--- src/rtl/lsu_issue_cost.sv ---
`timescale 1ns/1ps
module lsu_issue_cost #(
  parameter int RIDX_W = 4,
  parameter int CNT_W  = 8
) (
  input  logic              clk,
  input  logic              rst_n,
  input  logic              in_valid,
  output logic              in_ready,
  input  logic [2:0]        in_class,
  input  logic [RIDX_W-1:0] in_dst,
  input  logic [RIDX_W-1:0] in_base,
  input  logic [RIDX_W-1:0] in_off,
  input  logic              in_wb,
  input  logic              in_regoff,
  input  logic              mem_stall,
  output logic              res_valid,
  output logic [CNT_W-1:0]  res_cost,
  output logic              res_piped
);
  localparam logic [RIDX_W-1:0] PC_IDX = RIDX_W'((1 << RIDX_W) - 1);
  localparam logic [2:0] K_ALU = 3'd0, K_NOWR = 3'd1, K_LD = 3'd2, K_ST = 3'd3,
                         K_LDX = 3'd4, K_STX = 3'd5, K_DBL = 3'd6, K_TBR = 3'd7;
  localparam logic [1:0] H_NONE = 2'd0, H_DP = 2'd1, H_LD = 2'd2;

  logic [1:0]        h_kind;
  logic [RIDX_W-1:0] h_dst;
  logic              busy, cur_wbld, cur_piped;
  logic [CNT_W-1:0]  left, spent;

  logic ldlike, is_mem, pc_ld, wb_ld, uses_h, dep_ld, dep_dp, can_pipe;
  logic drop, take, fin;
  logic [CNT_W-1:0] base_c, cost;

  assign ldlike   = (in_class == K_LD) || (in_class == K_LDX) || (in_class == K_STX);
  assign is_mem   = ldlike || (in_class == K_ST) || (in_class == K_DBL);
  assign pc_ld    = (in_class == K_LD) && (in_dst == PC_IDX);
  assign wb_ld    = ldlike && in_wb && !pc_ld;
  assign uses_h   = (in_base == h_dst) || (in_regoff && (in_off == h_dst));
  assign dep_ld   = (h_kind == H_LD) && uses_h;
  assign dep_dp   = (h_kind == H_DP) && uses_h;
  assign can_pipe = (h_kind == H_LD) && (ldlike || in_class == K_ST)
                    && !pc_ld && !in_wb && !dep_ld;

  always_comb begin
    case (in_class)
      K_ST:              base_c = in_regoff ? CNT_W'(2) : CNT_W'(1);
      K_LD, K_LDX, K_STX: base_c = pc_ld ? CNT_W'(5) : CNT_W'(2);
      K_DBL:             base_c = CNT_W'(3);
      K_TBR:             base_c = CNT_W'(6);
      default:           base_c = CNT_W'(1);
    endcase
    cost = base_c - CNT_W'(can_pipe && (base_c > CNT_W'(1))) + CNT_W'(is_mem && dep_dp);
  end

  assign drop     = busy && cur_wbld && (left == CNT_W'(1)) && in_valid && (in_class == K_NOWR);
  assign in_ready = !mem_stall && (!busy || (left == '0) || drop);
  assign take     = in_valid && in_ready;
  assign fin      = busy && !mem_stall && ((left == '0) || drop);

  always_ff @(posedge clk) begin
    if (!rst_n) begin
      busy      <= 1'b0;
      left      <= '0;
      spent     <= '0;
      cur_wbld  <= 1'b0;
      cur_piped <= 1'b0;
      h_kind    <= H_NONE;
      h_dst     <= '0;
      res_valid <= 1'b0;
      res_cost  <= '0;
      res_piped <= 1'b0;
    end else begin
      res_valid <= fin;
      if (fin) begin
        res_cost  <= spent;
        res_piped <= cur_piped;
      end
      if (take) begin
        busy      <= 1'b1;
        left      <= cost - CNT_W'(1);
        spent     <= CNT_W'(1);
        cur_wbld  <= wb_ld;
        cur_piped <= can_pipe;
        h_dst     <= in_dst;
        if (in_class == K_ALU)
          h_kind <= H_DP;
        else if (ldlike && !pc_ld && !wb_ld)
          h_kind <= H_LD;
        else
          h_kind <= H_NONE;
      end else if (fin) begin
        busy <= 1'b0;
      end else if (busy) begin
        spent <= (&spent) ? spent : spent + CNT_W'(1);
        if (!mem_stall) left <= left - CNT_W'(1);
      end
    end
  end

  assert_stall_blocks_R12: assert property (@(posedge clk) disable iff (!rst_n)
    mem_stall |-> !in_ready);

  assert_stall_freezes_R12: assert property (@(posedge clk) disable iff (!rst_n)
    (busy && mem_stall) |=> $stable(left));

  assert_cost_nonzero_R13: assert property (@(posedge clk) disable iff (!rst_n)
    res_valid |-> (res_cost != '0));

  assert_table_cost_R11: assert property (@(posedge clk) disable iff (!rst_n)
    (take && in_class == K_TBR) |=> (left == CNT_W'(5)) && !cur_piped);

  assert_store_breaks_chain_R7: assert property (@(posedge clk) disable iff (!rst_n)
    (take && in_class == K_ST) |=> (h_kind == H_NONE));
endmodule

--- config.mk ---
export PLATFORM = sky130hd
export DESIGN_NAME = lsu_issue_cost
export DESIGN_NICKNAME = d
export VERILOG_FILES = /design/src/rtl/lsu_issue_cost.sv
export SDC_FILE = /design/constraint.sdc
export NUM_CORES = 1
export LEC_CHECK = 0
export BUFFER_PORTS_ARGS = -buffer_cell sky130_fd_sc_hd__buf_4
export CORE_MARGIN = 10
export CORE_UTILIZATION = 39
export CTS_CLUSTER_SIZE = 40
export DETAILED_ROUTE_END_ITERATION = 10
export PLACE_DENSITY = 0.57
export SLEW_MARGIN = 30
export SYNTH_ARGS = -nofsm -noshare
export SYNTH_HDL_FRONTEND = slang
export SYNTH_SLANG_ARGS = --single-unit
--- constraint.sdc ---
create_clock -name clk -period 5.5 [get_ports clk]
set_input_delay 1.1 -clock clk [delete_from_list [all_inputs] [get_ports clk]]
set_output_delay 1.1 -clock clk [all_outputs]
set_load 0.005 [all_outputs]
; ---- Yosys cells after proc, flatten, opt, wreduce, memory -nomap -nowiden
; Cells that the tools add are included.
[word_totals]
reg_bits = 35
input_bits = 21
[classes]
addsub = 5
reduce_logical = 46
n_mux = 15
bitwise = 3
magnitude_cmp = 1
n_eq_ne = 16
[op_table]
columns = operator, n
row1 = $mux 8, 4
row2 = $logic_and 1x1->1, 22
row3 = $sub 8x1->8 const B, 2
row4 = $eq 3x3->1 const B, 4
row5 = $pmux 3 s4, 1
row6 = $reduce_and 3->1, 3
row7 = $add 8x1->8, 1
row8 = $add 8x1->8 const B, 1
row9 = $eq 4x4->1, 2
row10 = $eq 8x1->1 const B, 1
row11 = $gt 8x1->1 const B, 1
row12 = $logic_not 8->1, 1
row13 = $logic_or 1x1->1, 8
row14 = $reduce_and 8->1, 1
row15 = $sub 8x1->8, 1
row16 = $eq 3x2->1 const B, 2
row17 = $logic_not 1->1, 6
row18 = $mux 1, 6
row19 = $mux 2, 3
row20 = $eq 4x4->1 const B, 1
row21 = $ne 2x2->1 const B, 2
row22 = $reduce_bool 2->1, 2
row23 = $eq 3x1->1 const B, 1
row24 = $logic_not 3->1, 1
row25 = 7 further kinds, 9

; ---- Longest topological paths before layout
[depth]
depth_word = 13
mapped_depth = 10

; ---- Worst setup path before layout
; OpenSTA, ideal clock, no wires.
[synth_timing]
path_kind = input to register
from = input in_class[2]
to = register left[4]
setup_slack_ps = 2317
setup_ps = 131
n_path_buf = 1
arrival_time_ps = 3051
cell_stages = 9
path_cell_list = buf_2 > nor2_1 > or3b_2 > a311o_1 > fa_1 > ha_1 > ha_1 > o21ai_0 > a21oi_1
[synth_between]
elab_chain_len = 13
elab_cells_between_ends = 37
cone_classes = add/sub: 3 / order compare: 1 / eq/ne: 9 / mux: 3 / reduce/logical: 21
[synth_rtl]
columns = element, line
row1 = start: declaration, 10  ; input logic [2:0] in_class,
row2 = "parallel branches: the longest is 13 deep, another holds $gt 8x1->1", n/a
row3 = end signal: assignment, 81  ; left <= cost - CNT_W'(1);
row4 = end signal: assignment, 96  ; if (!mem_stall) left <= left - CNT_W'(1);
row5 = end: declaration, 29  ; logic [CNT_W-1:0] left, spent;
; Parallel ways; which one is timed is not known.
; A chain may end at the register's enable or synchronous reset.

; ---- Worst setup path in the final report
[layout_timing]
from = input in_class[2]
to = output in_ready
[layout_between]
elab_chain_len = 4
[layout_rtl]
columns = element, line
row1 = $eq 3x1->1, 56  ; assign drop = busy && cur_wbld && (left == CNT_W'(1)) && in_valid && (in_class == K_NOWR);
row2 = $logic_and 1x1->1, 56
row3 = $logic_or 1x1->1, 57  ; assign in_ready = !mem_stall && (!busy || (left == '0) || drop);
row4 = $logic_and 1x1->1, 57
row5 = end: declaration, 9  ; output logic in_ready,
; Every way passes these cells.

==> impl_metrics.tcl <==
set metrics [dict create \
    reg2reg_slack_ns 3.07 \
    r2r_start "h_dst[1]$_SDFFE_PN0P_" \
    fillers 488 \
    synthFlopType "dfxtp_1" \
    pin_count 32 \
    via_per_inst 5.117 \
    crit_chain "buf_4 > nor2_1 > a21o_1 > nand2_1 > a21oi_1 > buf_4" \
    status "finished clean" \
    cts_buffer_depth 2 \
    port_buffers 31 \
    grt_pass1_wl_um 7307 \
    yosys.area.top_type "dfxtp_1" \
    cts_tree "yes" \
    fin_nets 276 \
    synth_nets 247 \
    syn_inst 220 \
    max_stage_delay_ns 0.33 \
    final_hold_viol_count 0 \
    overflow 0 \
    drv_cap 0 \
    die_x_um 89.74 \
    gp_congestion 0.7692 \
    cts_made_buffers 5 \
    synth.distinct_cells 44 \
    synth_seq_area_share_pct 36.94 \
    synth_seq_cells 35 \
    row_count 25 \
    avgSynthCellArea_um2 8.622 \
    startpoint_type "primary input" \
    routed_wl_um 4368 \
    yosysWarnings 0 \
    grt_pass1_vias 1565 \
    clk_pin_slew_worst_paths_ns 0.07 \
    antenna_cells 0 \
    post-route-period-util_pct 60.33 \
    htreeDepth 2 \
    die_h_um 89.74 \
    whs_ns 0.4575 \
    clockRootBuffer "clkbuf_8" \
    postCtsHoldBufs 0 \
    cp.required_ns 4.40 \
    synth_edf_count 0 \
    yosys-top-cells-count "dfxtp_1 (35), nand2_1 (25), a21oi_1 (15)" \
    synthesis.area_um2 1897 \
    grt_use_total_pct 10.61 \
    antenna_found_initial 0 \
    synth_top_area_share_pct 36.94 \
    first_iter_violations 142 \
    insertion_delay_ns 0.29 \
    hpwl_um 3221 \
    ff2ff_path_depth 9 \
    drv_slew 0 \
    drc_errors 0 \
    ir_drop_mv 0.1458 \
    setup_viol 0 \
    endpoint_kind "output port" \
    ant_nets 0 \
    worstMarginPinSlew_ns 0.6346 \
    grt_max_degree 28 \
    max_slew_margin_pct 57.70 \
    timing.rr.end "left[6]$_SDFFE_PN0P_" \
    fin_cells 317 \
    worstSetupStartpoint "in_class[2]" \
    crit_end "in_ready" \
    power_leakage_nw 0.8809 \
    routedWlPerCell_um 13.78 \
    hp-class "reg2reg" \
    vias 1622 \
    max_freq_mhz 301.4 \
    path_class "in2out" \
    power.density_nw_per_um2 296.8 \
    cpMaxStageDelayCell "a21o_1" \
    cpMostUsedCell "buf_4" \
    firstDrtPassIters 4 \
    cp_max_fo 10 \
    fin_skew_ns 0.009200 \
    p_total_uw 678.0 \
    post_cts_resized 0 \
    drive_gt1_share_pct 17.60 \
    async_flop_share_pct 0 \
    post_cts_buffers 0 \
    syn2layout_area_growth_pct 20.45 \
    period_needed_ns 3.318 \
    synth_area_leaders "dfxtp_1 (37%), mux2i_1 (5.3%), nand2_1 (4.9%)" \
    tns_ns 0 \
    core_area_um2 4723 \
    place_inst 309 \
    clock-sinks 35 \
    critPathArrivalTime_ns 2.22 \
    rsz0062_at_grt "no" \
    dieArea_um2 8053 \
    initial_utilization_pct 40.16 \
    yosysMostFrequentCell "dfxtp_1" \
]
[cell usage in the layout, fill, tap and decap left out, drive strengths merged, types with 3 or more instances in the layout]
master | netlist | layout
a21o | 3 | 3
nor3 | 5 | 5
nand3 | 3 | 3
xor2 | 9 | 9
nor2b | 13 | 13
nor2 | 14 | 14
buf | 7 | 32
a21boi | 9 | 9
a31oi | 4 | 4
mux2i | 10 | 10
or3 | 4 | 4
xnor2 | 6 | 6
nor4 | 3 | 3
o31ai | 5 | 5
ha | 5 | 5
a21oi | 15 | 15
clkbuf | 3 | 5
dfxtp | 35 | 35
inv | 6 | 6
nand2 | 25 | 25
and3 | 3 | 3
a211oi | 3 | 3
o21ai | 6 | 6
[where the power goes]
part / internal, mW / leakage [nW] / switching [mW] / total [mW]
clock: 0.135 / 0.0581 / 0.0984 / 0.233
sequential: 0.272 / 0.285 / 0.0173 / 0.289
combinational: 0.0648 / 0.538 / 0.0907 / 0.155
total: 0.472 / 0.881 / 0.206 / 0.678
[per-layer routing]
layer  share of wire (%)  vias to the layer above  GRT usage [%]
met5                   0                        -              0
met4                 1.1                        0          3.639
met3                 6.7                        4          4.239
met2                  43                       49          15.56
met1                  50                      731          13.68
li1                    -                      838              -
[logic make-up after synthesis]
| kind of cell | count (synthesis) | share of synthesized area (%) |
|---|---|---|
| muxes | 11 | 5.871 |
| and+or+nand+nor | 86 | 24.67 |
| DFF | 35 | 36.94 |
| xor gates and xnor gates | 15 | 6.926 |
| adders and majority gates | 6 | 4.354 |
| buffers and inverters | 16 | 3.760 |
| AOI/OAI and AO/OA | 51 | 17.48 |
[stage by stage]
| step | utilization [%] | setup slack [ns] | cell area, µm² |
|---|---|---|---|
| after floorplan | - | 2.317 | 1897 |
| after global placement | 45.99 | 2.224 | 2172 |
| after detailed placement | 45.99 | 2.204 | 2172 |
| after CTS | 48.37 | 2.199 | 2285 |
| after global routing | 48.37 | 2.117 | 2285 |
| final | 48.37 | 2.182 | 2285 |
[how the worst min path moves through the flow]
stage / from / endpoint / cells past startpoint
after floorplan: cur_wbld$_SDFFE_PN0P_ / cur_wbld$_SDFFE_PN0P_ / 2
after global placement: cur_wbld$_SDFFE_PN0P_ / cur_wbld$_SDFFE_PN0P_ / 2
after detailed placement: cur_wbld$_SDFFE_PN0P_ / cur_wbld$_SDFFE_PN0P_ / 2
after CTS: cur_wbld$_SDFFE_PN0P_ / cur_wbld$_SDFFE_PN0P_ / 2
after global routing: h_kind[1]$_SDFFE_PN0P_ / h_kind[1]$_SDFFE_PN0P_ / 2
final: cur_wbld$_SDFFE_PN0P_ / cur_wbld$_SDFFE_PN0P_ / 2
[flip-flops by register name, summed over array words and instances, names as in the netlist]
name	count
busy	1
cur_piped	1
cur_wbld	1
h_dst	4
h_kind	2
left	8
res_cost	8
res_piped	1
res_valid	1
spent	8
[area by class of cell]
| class | count | area (µm²) | area share [%] |
|---|---|---|---|
| clock inverter | 3 | 43.79 | 1.917 |
| clock buffer | 5 | 68.82 | 3.012 |
| multi-input combinational | 169 | 1125 | 49.23 |
| timing repair buffer | 32 | 240.2 | 10.51 |
| tap | 67 | 83.83 | 3.669 |
| sequential | 35 | 700.7 | 30.67 |
| inverter | 6 | 22.52 | 0.9858 |
[worst max-delay path: cells and delay by family]
family	cells	cell delay [ns]
AOI/OAI and AO/OA	2	0.50
buffers and inverters	2	0.27
and+or+nand+nor	2	0.35
Power figures use the tool's default switching activity.
